`src/rtl/rxr_pkg.sv`:
```
package rxr_pkg;
   localparam int WORD_W   = 32;
   localparam int OWN_BIT  = 0;
   localparam int LAST_BIT = 1;
   localparam int DESC_BYTES = 8;
   localparam int UNIT_SHIFT = 6;

   typedef enum logic [2:0] {
      ST_IDLE,
      ST_FETCH,
      ST_STORE,
      ST_DROP,
      ST_WLEN,
      ST_WOWN
   } eng_state_t;
endpackage

```
`src/rtl/rxr_ring_ptr.sv`:
```
module rxr_ring_ptr #(
   parameter int ADDR_W = 32,
   parameter int STEP   = 8
) (
   input  logic              clk,
   input  logic              rst_n,
   input  logic              advance,
   input  logic              wrap,
   input  logic [ADDR_W-1:0] base,
   output logic [ADDR_W-1:0] desc_addr
);
   localparam int STEP_LOG = $clog2(STEP);

   if (STEP < 2 || (1 << STEP_LOG) != STEP) begin : g_bad_step
      $error("rxr_ring_ptr: STEP must be a power of two");
   end

   logic [ADDR_W-1:0] offset;

   always_ff @(posedge clk or negedge rst_n) begin
      if (!rst_n) begin
         offset <= '0;
      end else if (advance) begin
         if (wrap) offset <= '0;
         else      offset <= offset + ADDR_W'(STEP);
      end
   end

   assign desc_addr = base + offset;

   AST_WRAP_TO_BASE: assert property (@(posedge clk) disable iff (!rst_n)
      (advance && wrap) |=> (offset == '0));
   AST_STEP_FORWARD: assert property (@(posedge clk) disable iff (!rst_n)
      (advance && !wrap) |=> (offset == $past(offset) + ADDR_W'(STEP)));
endmodule

```
`src/rtl/rxr_buf_fill.sv`:
```
module rxr_buf_fill #(
   parameter int UNIT_W = 8,
   parameter int SHIFT  = 6,
   parameter int CNT_W  = UNIT_W + SHIFT
) (
   input  logic             clk,
   input  logic             rst_n,
   input  logic             start,
   input  logic             byte_fire,
   input  logic [UNIT_W-1:0] units,
   output logic             can_store,
   output logic [CNT_W-1:0] stored_len,
   output logic             truncated
);
   if (CNT_W < UNIT_W + SHIFT) begin : g_bad_cnt
      $error("rxr_buf_fill: counter narrower than the largest buffer");
   end

   logic [CNT_W-1:0] limit;
   assign limit     = CNT_W'({units, {SHIFT{1'b0}}});
   assign can_store = (stored_len < limit);

   always_ff @(posedge clk or negedge rst_n) begin
      if (!rst_n) begin
         stored_len <= '0;
         truncated  <= 1'b0;
      end else if (start) begin
         stored_len <= '0;
         truncated  <= 1'b0;
      end else if (byte_fire) begin
         if (can_store) stored_len <= stored_len + 1'b1;
         else           truncated  <= 1'b1;
      end
   end

   AST_TRUNC_AT_LIMIT: assert property (@(posedge clk) disable iff (!rst_n)
      (truncated && $stable(units)) |-> (stored_len == limit));
endmodule

```
`src/rtl/rxr_miss_ctr.sv`:
```
module rxr_miss_ctr #(
   parameter int MISS_W   = 16,
   parameter bit SATURATE = 1'b1
) (
   input  logic              clk,
   input  logic              rst_n,
   input  logic              inc,
   output logic [MISS_W-1:0] count
);
   if (MISS_W < 1) begin : g_bad_w
      $error("rxr_miss_ctr: MISS_W must be positive");
   end

   if (SATURATE) begin : g_sat
      always_ff @(posedge clk or negedge rst_n) begin
         if (!rst_n)                    count <= '0;
         else if (inc && (count != '1)) count <= count + 1'b1;
      end
      AST_MISS_NO_WRAP: assert property (@(posedge clk) disable iff (!rst_n)
         1'b1 |=> (count >= $past(count)));
   end else begin : g_wrap
      always_ff @(posedge clk or negedge rst_n) begin
         if (!rst_n)   count <= '0;
         else if (inc) count <= count + 1'b1;
      end
   end

   AST_MISS_STEP: assert property (@(posedge clk) disable iff (!rst_n)
      (inc && (count != '1)) |=> (count == $past(count) + 1'b1));
endmodule

```
`src/rtl/rx_ring_engine.sv`:
```
module rx_ring_engine #(
   parameter int UNIT_W   = 8,
   parameter int LEN_W    = 13,
   parameter int MISS_W   = 16,
   parameter bit MISS_SAT = 1'b1
) (
   input  logic              clk,
   input  logic              rst_n,
   input  logic              rx_enable,
   input  logic [31:0]       ring_base,
   input  logic [UNIT_W-1:0] buf_units,
   input  logic              in_valid,
   output logic              in_ready,
   input  logic [7:0]        in_data,
   input  logic              in_last,
   output logic              mem_req,
   output logic              mem_we,
   output logic [31:0]       mem_addr,
   output logic [3:0]        mem_be,
   output logic [31:0]       mem_wdata,
   input  logic              mem_rvalid,
   input  logic [31:0]       mem_rdata,
   output logic              frame_done,
   output logic [MISS_W-1:0] missed_count
);
   import rxr_pkg::*;

   localparam int CNT_W = UNIT_W + UNIT_SHIFT;

   if (UNIT_W < 1 || UNIT_W > 20) begin : g_bad_unit
      $error("rx_ring_engine: UNIT_W out of range");
   end
   if (LEN_W < 8 || LEN_W > WORD_W - 2) begin : g_bad_len
      $error("rx_ring_engine: LEN_W out of range");
   end

   eng_state_t        state, state_nx;
   logic [31:0]       desc_word;
   logic [31:0]       desc_addr;
   logic [31:0]       buf_base;
   logic              byte_fire;
   logic              fill_start;
   logic              can_store;
   logic [CNT_W-1:0]  stored_len;
   logic              truncated;
   logic              miss_inc;
   logic              ptr_advance;
   logic [31:0]       len_word;
   logic [31:0]       byte_addr;

   // ---------------- sub-blocks ----------------
   rxr_ring_ptr #(.ADDR_W(32), .STEP(DESC_BYTES)) u_ptr (
      .clk       (clk),
      .rst_n     (rst_n),
      .advance   (ptr_advance),
      .wrap      (desc_word[LAST_BIT]),
      .base      (ring_base),
      .desc_addr (desc_addr)
   );

   rxr_buf_fill #(.UNIT_W(UNIT_W), .SHIFT(UNIT_SHIFT), .CNT_W(CNT_W)) u_fill (
      .clk        (clk),
      .rst_n      (rst_n),
      .start      (fill_start),
      .byte_fire  (byte_fire && (state == ST_STORE)),
      .units      (buf_units),
      .can_store  (can_store),
      .stored_len (stored_len),
      .truncated  (truncated)
   );

   rxr_miss_ctr #(.MISS_W(MISS_W), .SATURATE(MISS_SAT)) u_miss (
      .clk   (clk),
      .rst_n (rst_n),
      .inc   (miss_inc),
      .count (missed_count)
   );

   // ---------------- datapath ----------------
   assign in_ready  = (state == ST_STORE) || (state == ST_DROP);
   assign byte_fire = in_valid && in_ready;
   assign buf_base  = {desc_word[31:2], 2'b00};
   assign byte_addr = buf_base + 32'(stored_len);

   always_comb begin
      len_word = '0;
      len_word[LEN_W-1:0] = LEN_W'(stored_len);
      len_word[LEN_W]     = truncated;
   end

   assign fill_start  = (state == ST_FETCH) && mem_rvalid;
   assign miss_inc    = (state == ST_FETCH) && mem_rvalid && mem_rdata[OWN_BIT];
   assign ptr_advance = (state == ST_WOWN);
   assign frame_done  = (state == ST_WOWN);

   always_ff @(posedge clk or negedge rst_n) begin
      if (!rst_n)                              desc_word <= '0;
      else if ((state == ST_FETCH) && mem_rvalid) desc_word <= mem_rdata;
   end

   // ---------------- control ----------------
   always_comb begin
      state_nx = state;
      unique case (state)
         ST_IDLE:  if (rx_enable && in_valid) state_nx = ST_FETCH;
         ST_FETCH: if (mem_rvalid)
                      state_nx = mem_rdata[OWN_BIT] ? ST_DROP : ST_STORE;
         ST_STORE: if (byte_fire && in_last) state_nx = ST_WLEN;
         ST_DROP:  if (byte_fire && in_last) state_nx = ST_IDLE;
         ST_WLEN:  state_nx = ST_WOWN;
         ST_WOWN:  state_nx = ST_IDLE;
         default:  state_nx = ST_IDLE;
      endcase
   end

   always_ff @(posedge clk or negedge rst_n) begin
      if (!rst_n) state <= ST_IDLE;
      else        state <= state_nx;
   end

   always_comb begin
      mem_req   = 1'b0;
      mem_we    = 1'b0;
      mem_addr  = desc_addr;
      mem_be    = 4'h0;
      mem_wdata = '0;
      unique case (state)
         ST_IDLE: begin
            mem_req = rx_enable && in_valid;
         end
         ST_STORE: begin
            mem_req   = byte_fire && can_store;
            mem_we    = 1'b1;
            mem_addr  = byte_addr;
            mem_be    = 4'b0001 << byte_addr[1:0];
            mem_wdata = {4{in_data}};
         end
         ST_WLEN: begin
            mem_req   = 1'b1;
            mem_we    = 1'b1;
            mem_addr  = desc_addr + 32'd4;
            mem_be    = 4'hF;
            mem_wdata = len_word;
         end
         ST_WOWN: begin
            mem_req   = 1'b1;
            mem_we    = 1'b1;
            mem_be    = 4'hF;
            mem_wdata = desc_word | (32'd1 << OWN_BIT);
         end
         default: ;
      endcase
   end

   // ---------------- assertions ----------------
   AST_QUIET_WHEN_OFF: assert property (@(posedge clk) disable iff (!rst_n)
      (!rx_enable && (state == ST_IDLE)) |-> (!mem_req && !in_ready));
   AST_NO_WRITE_ON_DROP: assert property (@(posedge clk) disable iff (!rst_n)
      (state == ST_DROP) |-> !(mem_req && mem_we));
   AST_DONE_SETS_OWN: assert property (@(posedge clk) disable iff (!rst_n)
      frame_done |-> (mem_req && mem_we && (mem_be == 4'hF) && mem_wdata[OWN_BIT]));
   AST_LEN_BEFORE_OWN: assert property (@(posedge clk) disable iff (!rst_n)
      frame_done |-> ($past(mem_req) && $past(mem_we) && ($past(mem_addr) == mem_addr + 32'd4)));
   AST_BYTE_LANE_ONEHOT: assert property (@(posedge clk) disable iff (!rst_n)
      (mem_req && mem_we && (state == ST_STORE)) |-> $onehot0(mem_be) && (mem_be != 4'h0));
endmodule

```
`config.mk`:
```
export PLATFORM = sky130hd
export DESIGN_NAME = rx_ring_engine
export DESIGN_NICKNAME = d
export VERILOG_FILES = /design/src/rtl/rxr_pkg.sv /design/src/rtl/rxr_ring_ptr.sv /design/src/rtl/rxr_buf_fill.sv /design/src/rtl/rxr_miss_ctr.sv /design/src/rtl/rx_ring_engine.sv
export SDC_FILE = /design/constraint.sdc
export NUM_CORES = 1
export LEC_CHECK = 0
export ABC_AREA = 1
export BUFFER_PORTS_ARGS = -buffer_cell sky130_fd_sc_hd__buf_4
export CORE_AREA = 2 2 129 131
export CTS_BUF_LIST = sky130_fd_sc_hd__clkbuf_16
export CTS_CLUSTER_SIZE = 10
export DETAILED_ROUTE_END_ITERATION = 8
export DIE_AREA = 0 0 131 133
export GPL_TIMING_DRIVEN = 0
export PLACE_DENSITY_LB_ADDON = 0.15
export REMOVE_ABC_BUFFERS = 1
export SLEW_MARGIN = 20
export SYNTH_ARGS = -nofsm -noshare
export SYNTH_HDL_FRONTEND = slang
export SYNTH_SLANG_ARGS = --single-unit
```
`constraint.sdc`:
```
create_clock -name clk -period 4.5 [get_ports clk]
set_input_delay 0.225 -clock clk [delete_from_list [all_inputs] [get_ports clk]]
set_output_delay 0.225 -clock clk [all_outputs]
set_load 0.005 [all_outputs]
```
==> impl_metrics.tcl <==
set metrics [dict create \
    ant_nets 0 \
    p_leak_uw 0.00585 \
    drive_gt1_frac 0.175 \
    cts_max_level 3 \
    via_per_inst 5.52 \
    ys_top_cells_by_area "dfrtp_1 (25%), nand2_1 (18%), inv_1 (8.4%)" \
    rsz0062_at_grt "no" \
    cpPeakStageDelay_ns 0.75 \
    die_area_um2 17400 \
    num_antenna_cells 0 \
    seqCellArea_um2 2350 \
    gr-usage-all-layers 0.322 \
    ctsRootBufferMaster "clkbuf_16" \
    layout_setup_ws_ns 0.397 \
    start_util 0.580 \
    drtIter0Drc 940 \
    path_cells "inv_1 -> nor2_2 -> nand2_2 -> clkinvlp_4 -> nor2_2 -> inv_1 -> o211ai_1 -> buf_4" \
    grt_max_degree 95 \
    dr.pass1.iters 7 \
    rows 47 \
    r2r_end "u_miss.count[15]" \
    pin_count 174 \
    cts_tree "yes" \
    cp-end-kind "output port" \
    vias 10439 \
    synth_top_area_frac 0.251 \
    fmax_mhz 244 \
    vdd_drop_max_uv 359 \
    critPathLaunchType "flop" \
    grt.overflow.total 0 \
    insertion_delay_ns 0.36 \
    path_class "reg2out" \
    cts_inserted_buffers 9 \
    die_w_um 131 \
    drv_slew 0 \
    status "complete, but fails checks" \
    crit_slowest_cell "nor2_2" \
    ys_types 52 \
    drc_errors 0 \
    slew_headroom 0.399 \
    wl_mm 27.5 \
    avgSynthCellArea_um2 6.22 \
    antenna_found_initial 0 \
    num-fill-cells 1486 \
    grt_pass1_vias 9618 \
    hold_slack_ns -0.0736 \
    critPathArrivalTime_ns 3.88 \
    yosys_warnings 0 \
    hold_viol 37 \
    maxCapViolations 0 \
    fin_util 0.692 \
    dp_hpwl_mm 21.5 \
    cts.clk_slew.worst_paths_ns 0.08 \
    setup_violations 0 \
    r2r_slack_ns 1.56 \
    multi_input_area_um2 6100 \
    power.density_nw_per_um2 372 \
    synth_top_cell_by_area "dfrtp_1" \
    synth-seq-cells 94 \
    tightest_slew_ns 0.902 \
    critPathRequiredTime_ns 4.28 \
    dpl_worst_slack_ns 0.0426 \
    syn_to_final_growth_pct 19.3 \
    r2r_cells 13 \
    fp.dieH_um 133 \
    fin_nets 1808 \
    cts.sinks 94 \
    port_buffers 173 \
    fin_crit_ns 4.10 \
    syn-instance-count 1508 \
    fin_worst_skew_ns 0.0125 \
    r2r-start "state[2]" \
    setup_tns_ns 0 \
    violations "negative hold slack" \
    grt_pass1_wl_mm 45.1 \
    hold_class "in2async" \
    mappedNetlistArea_um2 9380 \
    globalplace.congestion 0.932 \
    avgRoutedWirePerCell_um 14.5 \
    coreArea_um2 16200 \
    critPathMaxFanout 35 \
    post-route-period-util 0.912 \
    synth_seq_area_share 0.251 \
    power_uw 4160 \
    clk_path_buf_depth 2 \
]
[what timing repair did]
item | CTS | global route
endpoints found under the setup margin | 15 | 15
setup buffers | 0 | 0
hold buffers | 0 | 0
resized for setup | 1 | 1
[critical path: cells and delay by family, from the launching register on]
| kind | cells | cell delay, ns |
|---|---|---|
| buf+inv | 4 | 1.47 |
| simple gates | 3 | 1.16 |
| compound gates | 1 | 0.46 |
| flops | 1 | 0.42 |
[where the power goes]
group	internal (uW)	total (uW)	switching, uW
Clock	446	826	380
Combinational	853	2080	1230
Sequential	1030	1250	219
Total	2330	4160	1830
[cell families after synthesis]
group	Yosys count	share of synthesized area
compound gates	238	0.146
xor+xnor	21	0.0196
mux	1	0.00120
simple gates	852	0.409
fa+ha+maj	55	0.0742
buf+inv	247	0.0991
flops	94	0.251
[metrics by stage]
stage	instance area, um^2	std cells
5_1_grt	11200	1892
3_5_place_dp	10900	1876
3_3_place_gp	10900	1875
2_1_floorplan	9280	1482
4_1_cts	11200	1892
6_report	11200	1892
[area by class of cell]
cell class                 instances  area share
clock buffer                       9      0.0201
clock inverter                     7     0.00783
inverter                         221      0.0746
multi-input combinational       1167       0.545
sequential                        94       0.210
tap                              220      0.0246
timing repair buffer             174       0.117
[metal layers]
metal | vias to the layer above | wire, um | global-route usage
met5 | - | 0 | 0
met4 | 0 | 652 | 0.0952
met3 | 47 | 2060 | 0.0534
met2 | 383 | 12900 | 0.526
met1 | 4782 | 11800 | 0.437
li1 | 5227 | - | -
[how the worst max path moves through the flow]
stage               startpoint            to  slack, ns  cells past startpoint
global route          state[1]  mem_addr[10]       0.15                      8
CTS                   state[1]  mem_addr[10]       0.05                      8
detailed placement    state[1]  mem_addr[10]       0.04                      8
global placement      state[1]  mem_addr[10]       0.02                      8
finish                state[1]  mem_addr[10]       0.40                      8
floorplan             state[1]  mem_addr[26]       1.62                      9
[synth_stat cells (all sizes together)]
| cell | number |
|---|---|
| fa | 1 |
| xor2 | 13 |
| nand3 | 120 |
| a21boi | 1 |
| o41ai | 1 |
| o221ai | 7 |
| mux2 | 1 |
| a211oi | 4 |
| o21a | 4 |
| buf | 2 |
| clkinv | 2 |
| a31oi | 7 |
| o211ai | 22 |
| and3 | 1 |
| nor4 | 7 |
| nor2 | 159 |
| nor3 | 29 |
| dfrtp | 94 |
| o311ai | 3 |
| or2 | 5 |
| nand3b | 7 |
| o21bai | 5 |
| nor3b | 2 |
| o221a | 1 |
| a21o | 2 |
| clkbuf | 24 |
| o22ai | 6 |
| nand4 | 29 |
| o31ai | 2 |
| nand2 | 493 |
| xnor2 | 8 |
| inv | 219 |
| a21oi | 77 |
| ha | 54 |
| o21ai | 96 |
[cell usage in the layout (no fill, tap or decap), drive strengths merged]
master      n
ha         54
nand2     493
o21a        4
o22ai       6
o221a       1
nand4      29
or2         5
nor2      159
clkinv      3
a21oi      77
dfrtp      94
nor3       29
nor3b       2
o21bai      5
a21boi      1
and3        1
o221ai      7
nor4        7
xnor2       8
o21ai      96
xor2       13
inv       223
o211ai     22
a31oi       7
fa          1
clkbuf      9
nand3     120
mux2        1
o311ai      3
a21o        2
bufinv      1
o41ai       1
buf       174
nand3b      7
clkinvlp    1
o31ai       2
a211oi      4
[flip-flops by register name, indices dropped and copies added, names as in the netlist]
register           cells
u_miss.count          16
u_fill.stored_len     14
desc_word             31
state                  3
u_fill.truncated       1
u_ptr.offset          29
No activity file was read; power rests on OpenSTA's default activity.
